**src/rtl/sertx_pkg.sv**
```systemverilog
package sertx_pkg;

    localparam int DATA_W    = 8;
    localparam int FRAME_MAX = DATA_W + 4;
    localparam int LW        = $clog2(FRAME_MAX + 1);

    // control word field positions
    localparam int CTL_EN    = 0;
    localparam int CTL_PAR   = 1;
    localparam int CTL_ODD   = 2;
    localparam int CTL_STOP2 = 3;

    typedef struct packed {
        logic two_stop;
        logic par_odd;
        logic par_en;
    } frame_cfg_t;

    typedef enum logic [1:0] {
        SY_IDLE,
        SY_ARM,
        SY_DRAIN
    } sync_state_t;

    // Frame image, bit 0 goes out first; unused upper bits are idle-high.
    function automatic logic [FRAME_MAX-1:0] build_frame(
        input logic [DATA_W-1:0] d,
        input frame_cfg_t        c
    );
        logic [FRAME_MAX-1:0] f;
        f = '1;
        f[0] = 1'b0;
        f[DATA_W:1] = d;
        if (c.par_en) f[DATA_W+1] = (^d) ^ c.par_odd;
        return f;
    endfunction

    function automatic logic [LW-1:0] frame_len(input frame_cfg_t c);
        return LW'(DATA_W + 2) + LW'(c.par_en) + LW'(c.two_stop);
    endfunction

endpackage

```
**src/rtl/sertx_sync.sv**
```systemverilog
module sertx_sync
    import sertx_pkg::*;
#(
    parameter int SYNC_CYC = 3
) (
    input  logic clk,
    input  logic rst,
    input  logic periph_en,
    input  logic wr_req,
    input  logic wr_val,
    input  logic drained,
    output logic run,
    output logic busy
);
    localparam int CW = $clog2(SYNC_CYC + 1);

    sync_state_t   st;
    logic [CW-1:0] cnt;

    always_ff @(posedge clk) begin
        if (rst) begin
            st  <= SY_IDLE;
            cnt <= '0;
            run <= 1'b0;
        end else if (!periph_en) begin
            st  <= SY_IDLE;
            cnt <= '0;
            if (wr_req)               run <= wr_val;
            else if (st == SY_ARM)    run <= 1'b1;
            else if (st == SY_DRAIN)  run <= 1'b0;
        end else begin
            unique case (st)
                SY_IDLE: begin
                    if (wr_req && wr_val && !run) begin
                        st  <= SY_ARM;
                        cnt <= CW'(SYNC_CYC - 1);
                    end else if (wr_req && !wr_val && run) begin
                        st <= SY_DRAIN;
                    end
                end
                SY_ARM: begin
                    if (cnt == '0) begin
                        run <= 1'b1;
                        st  <= SY_IDLE;
                    end else begin
                        cnt <= cnt - 1'b1;
                    end
                end
                SY_DRAIN: begin
                    if (drained) begin
                        run <= 1'b0;
                        st  <= SY_IDLE;
                    end
                end
                default: st <= SY_IDLE;
            endcase
        end
    end

    assign busy = (st != SY_IDLE);

    // peripheral off: changes are immediate, never pending
    assert_no_busy_when_off_R3: assert property (@(posedge clk) disable iff (rst)
        !periph_en |=> !busy);

    // enabling under a live peripheral only lands at the end of a handshake
    assert_enable_via_handshake_R4: assert property (@(posedge clk) disable iff (rst)
        ($rose(run) && $past(periph_en)) |-> $past(busy));

    // disabling under a live peripheral waits for the queue to drain
    assert_disable_after_drain_R8: assert property (@(posedge clk) disable iff (rst)
        ($fell(run) && $past(periph_en)) |-> $past(drained));

endmodule

```
**src/rtl/sertx_shift.sv**
```systemverilog
module sertx_shift
    import sertx_pkg::*;
#(
    parameter int OVS = 16
) (
    input  logic              clk,
    input  logic              rst,
    input  logic              active,
    input  logic              tick,
    input  logic              have_data,
    input  logic [DATA_W-1:0] data,
    input  frame_cfg_t        cfg,
    output logic              load,
    output logic              busy,
    output logic              txd
);
    localparam int TW = (OVS > 1) ? $clog2(OVS) : 1;

    logic [FRAME_MAX-1:0] sh;
    logic [LW-1:0]        left;
    logic [TW-1:0]        tcnt;

    assign load = active && have_data && !busy;

    always_ff @(posedge clk) begin
        if (rst) begin
            sh   <= '1;
            left <= '0;
            tcnt <= '0;
            busy <= 1'b0;
        end else if (load) begin
            sh   <= build_frame(data, cfg);
            left <= frame_len(cfg);
            tcnt <= '0;
            busy <= 1'b1;
        end else if (busy && tick) begin
            if (tcnt == TW'(OVS - 1)) begin
                tcnt <= '0;
                sh   <= {1'b1, sh[FRAME_MAX-1:1]};
                left <= left - 1'b1;
                if (left == LW'(1)) busy <= 1'b0;
            end else begin
                tcnt <= tcnt + 1'b1;
            end
        end
    end

    assign txd = busy ? sh[0] : 1'b1;

    assert_start_bit_low_R5: assert property (@(posedge clk) disable iff (rst)
        $rose(busy) |-> !txd);

    // the line only changes at a bit boundary inside a frame
    assert_bit_hold_R5: assert property (@(posedge clk) disable iff (rst)
        (busy && $past(busy) && !($past(tick) && $past(tcnt) == TW'(OVS - 1)))
            |-> $stable(txd));

endmodule

```
**src/rtl/sertx_core.sv**
```systemverilog
module sertx_core
    import sertx_pkg::*;
#(
    parameter int OVS      = 16,
    parameter int SYNC_CYC = 3,
    parameter int REG_W    = 16
) (
    input  logic              clk,
    input  logic              rst,
    input  logic              periph_en,
    input  logic              reg_wr,
    input  logic [REG_W-1:0]  reg_wdata,
    output logic [REG_W-1:0]  reg_rdata,
    input  logic              dat_wr,
    input  logic [DATA_W-1:0] dat_in,
    output logic              dat_empty,
    input  logic              baud_tick,
    output logic              txd,
    output logic              sync_busy,
    output logic              tx_running
);
    frame_cfg_t        cfg_q;
    logic [DATA_W-1:0] buf_q;
    logic              buf_vld;
    logic              run;
    logic              active;
    logic              load;
    logic              shift_busy;

    always_ff @(posedge clk) begin
        if (rst) begin
            cfg_q <= '0;
        end else if (reg_wr) begin
            cfg_q.par_en   <= reg_wdata[CTL_PAR];
            cfg_q.par_odd  <= reg_wdata[CTL_ODD];
            cfg_q.two_stop <= reg_wdata[CTL_STOP2];
        end
    end

    always_ff @(posedge clk) begin
        if (rst) begin
            buf_q   <= '0;
            buf_vld <= 1'b0;
        end else if (dat_wr && !buf_vld) begin
            buf_q   <= dat_in;
            buf_vld <= 1'b1;
        end else if (load) begin
            buf_vld <= 1'b0;
        end
    end

    sertx_sync #(.SYNC_CYC(SYNC_CYC)) u_sync (
        .clk       (clk),
        .rst       (rst),
        .periph_en (periph_en),
        .wr_req    (reg_wr),
        .wr_val    (reg_wdata[CTL_EN]),
        .drained   (!shift_busy && !buf_vld),
        .run       (run),
        .busy      (sync_busy)
    );

    assign active = periph_en && run;

    sertx_shift #(.OVS(OVS)) u_shift (
        .clk       (clk),
        .rst       (rst),
        .active    (active),
        .tick      (baud_tick),
        .have_data (buf_vld),
        .data      (buf_q),
        .cfg       (cfg_q),
        .load      (load),
        .busy      (shift_busy),
        .txd       (txd)
    );

    always_comb begin
        reg_rdata            = '0;
        reg_rdata[CTL_EN]    = run;
        reg_rdata[CTL_PAR]   = cfg_q.par_en;
        reg_rdata[CTL_ODD]   = cfg_q.par_odd;
        reg_rdata[CTL_STOP2] = cfg_q.two_stop;
    end

    assign dat_empty  = !buf_vld;
    assign tx_running = active;

    assert_buf_hold_R9: assert property (@(posedge clk) disable iff (rst)
        (buf_vld && !load) |=> (buf_vld && $stable(buf_q)));

    assert_no_frame_when_off_R10: assert property (@(posedge clk) disable iff (rst)
        $rose(shift_busy) |-> $past(active));

endmodule

```
**config.mk**
```make
export PLATFORM = sky130hd
export DESIGN_NAME = sertx_core
export DESIGN_NICKNAME = d
export VERILOG_FILES = /design/src/rtl/sertx_pkg.sv /design/src/rtl/sertx_sync.sv /design/src/rtl/sertx_shift.sv /design/src/rtl/sertx_core.sv
export SDC_FILE = /design/constraint.sdc
export NUM_CORES = 1
export LEC_CHECK = 0
export ABC_AREA = 1
export CAP_MARGIN = 20
export CORE_AREA = 2 2 69 71
export CTS_BUF_LIST = sky130_fd_sc_hd__clkbuf_8
export DETAILED_ROUTE_END_ITERATION = 8
export DIE_AREA = 0 0 71 73
export PLACE_DENSITY = 0.75
export SLEW_MARGIN = 20
export SYNTH_ARGS = -nofsm -noshare
export SYNTH_HDL_FRONTEND = slang
export SYNTH_SLANG_ARGS = --single-unit
```
**constraint.sdc**
```tcl
create_clock -name clk -period 1.2 [get_ports clk]
set_input_delay 0.18 -clock clk [delete_from_list [all_inputs] [get_ports clk]]
set_output_delay 0.18 -clock clk [all_outputs]
set_load 0.005 [all_outputs]
```
==> flow_summary.json <==
{
  "fill_cells": 365,
  "crit_path_max_incr_delay_ps": 370,
  "multi_input_area_um2": 1080,
  "dp_hpwl_mm": 3.06,
  "min_delay_path_depth": 2,
  "violated_checks": "setup timing",
  "final_layout_size_suffix_gt1_frac": 0.340,
  "power.leakage_uw": 0.00134,
  "mostFrequentLayoutCells": "sky130_fd_sc_hd__nand2_1, sky130_fd_sc_hd__buf_4, sky130_fd_sc_hd__inv_1",
  "start_kind": "flip-flop",
  "num_antenna_cells": 0,
  "hold_critical_path_endpoint": "u_sync.st[0]",
  "synth.ff_latch_count": 36,
  "insertion_delay_ps": 290,
  "floorplan.io_pins": 50,
  "syn-cell-area_um2": 1920,
  "combPwrFrac": 0.181,
  "wl_mm": 4.84,
  "initial_utilization": 0.422,
  "reg2reg_from": "buf_vld",
  "sequential_share_of_the_synthesized_area": 0.376,
  "path_delay_family": "simple AND/OR/NAND/NOR gates",
  "ys_warn_count": 0,
  "sequential_cell_area_um2": 734,
  "postSynth.topFlopCell": "sky130_fd_sc_hd__dfxtp_1",
  "post_synth.cell_area_avg_um2": 7.37,
  "cts-buffers-inserted": 5,
  "timing.reg2reg.setup_slack_ps": -150,
  "power.net_switching_uw": 697,
  "initialDrtViolationCount": 77,
  "dr_total_vias": 1889,
  "report.final.hold_viol_count": 0,
  "floorplan.die_area_um2": 5180,
  "setup_tns_ps": -1920,
  "avgRoutedWirePerCell_um": 12.4,
  "layout.cells.most_common": "sky130_fd_sc_hd__nand2_1",
  "grt_first_pass_wirelength_mm": 7.74,
  "globalplace.congestion": 0.818,
  "drc": 0,
  "achievable-frequency_mhz": 742,
  "die_height_um": 73,
  "drt.antenna.violating_nets": 0,
  "floorplan.die.width_um": 71,
  "path_buf_inv": 3,
  "unrepaired_setup_endpoints_after_global_routing": "true",
  "maxCapViolations": 0,
  "slew_viol_final": 0,
  "cp_cell_sequence": "inv_2, buf_4, nor3_4, buf_6, nand2_1, o211ai_1, nand3_1",
  "placement.setup.worst_slack_ps": -376,
  "drt_first_pass_iters": 4,
  "slowest_stage": "sky130_fd_sc_hd__dfxtp_2",
  "number_of_h_tree_branching_levels": 2,
  "area_growth_pct": 45.9,
  "synth_edf_count": 0,
  "hold_path.class": "input pin to flip-flop",
  "power.switching_fraction": 0.265,
  "irDropWorstVdd_mv": 0.965,
  "cp_max_fo": 5,
  "async_reset_ff_frac": 0,
  "fin_worst_skew_ps": 7.65,
  "path_class": "flip-flop to flip-flop",
  "power_report.internal_total_uw": 1940,
  "clock_pin_slew_on_the_worst_setup_and_hold_paths_ps": 70,
  "globalRouteTotalUtil": 0.189,
  "fp.coreArea_um2": 4540,
  "power_density_nw_per_um2": 942,
  "detail_route.vias_per_cell": 4.86,
  "postSynthCellCount": 260,
  "final_worst_path_period_share": 1.12,
  "cts_buffer_depth": 2,
  "setup_viol_count_final": 22,
  "min_from": "rst",
  "clock_sinks": 36,
  "gr-total-overflow": 0,
  "clkPwrFrac": 0.329,
  "final.hold.worst_slack_ps": 341,
  "arrival_ps": 1520,
  "grt_max_degree": 13,
  "first_global_vias": 1847,
  "cts-root-buf": "sky130_fd_sc_hd__clkbuf_8",
  "finalCriticalPeriod_ps": 1350,
  "nets": 369,
  "required_ps": 1370,
  "worstReg2RegEnd": "u_shift.sh[4]",
  "numPortBuffers": 25,
  "crit_path_end_kind": "flip-flop",
  "power_frac_seq": 0.490,
  "grt_antenna_before_repair": 0,
  "cts_stage_hold_buffer_count": 0,
  "yosysUniqueCellTypes": 31,
  "r2r.worst_path.cells": 7,
  "status": "finished with violations",
  "rows": 25,
  "tritoncts": "done",
  "finalWorstSetupSlack_ps": -149
}
==> synthesized netlist by cell type (3+ instances only) <==
cell                       count  area share
sky130_fd_sc_hd__dfxtp_1      36        0.38
sky130_fd_sc_hd__nand2_1      51        0.10
sky130_fd_sc_hd__buf_4        14       0.055
sky130_fd_sc_hd__o211ai_1      6       0.024
sky130_fd_sc_hd__a21oi_1      20       0.052
sky130_fd_sc_hd__buf_2         3      0.0078
sky130_fd_sc_hd__nor3_1        3      0.0078
sky130_fd_sc_hd__inv_2         3      0.0059
sky130_fd_sc_hd__inv_1        36       0.071
sky130_fd_sc_hd__o21ai_0      19       0.050
sky130_fd_sc_hd__o21ai_2       3       0.014
sky130_fd_sc_hd__nand3_1      19       0.050
sky130_fd_sc_hd__ha_1          5       0.033
sky130_fd_sc_hd__nor2_1       19       0.037
==> worst reg2reg max path, cell delays in order, from the launching register on <==
cell and delay, ps:
sky130_fd_sc_hd__dfxtp_2 370, sky130_fd_sc_hd__inv_2 40, sky130_fd_sc_hd__buf_4 140, sky130_fd_sc_hd__nor3_4 260, sky130_fd_sc_hd__buf_6 170, sky130_fd_sc_hd__nand2_1 60, sky130_fd_sc_hd__o211ai_1 100, sky130_fd_sc_hd__nand3_1 90
==> state kept, by name (all words and copies together) (netlist names) <==
| signal | count |
|---|---|
| u_shift.busy | 1 |
| u_shift.left | 4 |
| u_sync.cnt | 2 |
| u_sync.run | 1 |
| u_sync.st | 2 |
| reg_rdata | 3 |
| buf_q | 8 |
| u_shift.sh | 10 |
| buf_vld | 1 |
| u_shift.tcnt | 4 |
==> cell families after synthesis <==
logic type                 count (synthesis)  share of synthesized area
other                                      1                    0.00196
AOI/OAI and AO/OA                         55                      0.174
adders and majority gates                  5                     0.0327
DFF                                       36                      0.376
and+or+nand+nor                          101                      0.248
buffers and inverters                     58                      0.149
xor gates and xnor gates                   4                     0.0183
==> cell type report <==
class	count	area share
Clock inverter	2	0.00269
Sequential cell	36	0.263
Timing Repair Buffer	74	0.235
Multi-Input combinational cell	177	0.385
Tap cell	54	0.0242
Inverter	39	0.0568
Clock buffer	6	0.0295
Timing Repair inverter	1	0.00403
==> how the worst max path moves through the flow <==
| stage | endpoint | start | slack, ps | depth (start not counted) |
|---|---|---|---|---|
| after floorplan | u_shift.left[2] | u_sync.run | 3 | 6 |
| after global routing | u_shift.sh[4] | u_sync.run | -240 | 8 |
| after global placement | tx_running | periph_en | -360 | 4 |
| after detailed placement | tx_running | periph_en | -380 | 4 |
| final | u_shift.sh[4] | buf_vld | -150 | 7 |
| after CTS | u_shift.sh[3] | u_sync.run | -120 | 8 |
==> power groups by stage <==
| stage | sequential, uW | clock, uW | combinational, uW |
|---|---|---|---|
| after global routing | 1300 | 927 | 538 |
| after CTS | 1290 | 890 | 449 |
| after detailed placement | 1310 | 0 | 409 |
| after global placement | 1310 | 0 | 402 |
| final | 1290 | 866 | 477 |
| after floorplan | 1310 | 0 | 254 |
==> stage by stage <==
step                cells  instance area (um2)   util  power, uW
floorplan             271                 1990      -       1560
global placement      365                 2420  0.534       1710
detailed placement    365                 2420  0.534       1720
CTS                   384                 2690  0.594       2630
global route          389                 2800  0.616       2760
finish                389                 2800  0.616       2630
==> timing repair <==
item | CTS | global route
setup buffers | 9 | 6
resized for setup | 55 | 28
pin swaps | 6 | 13
endpoints found under the setup margin | 30 | 35
gates cloned | 2 | 0
==> layer usage <==
layer,global-route usage,wire length [um],part of all wire,vias to the layer above
li1,-,-,-,970
met1,0.212,2050,0.42,848
met2,0.333,2430,0.50,53
met3,0.0497,211,0.044,18
met4,0.0901,141,0.029,0
met5,0,0,0,-
No activity file was read; power rests on OpenSTA's default activity.
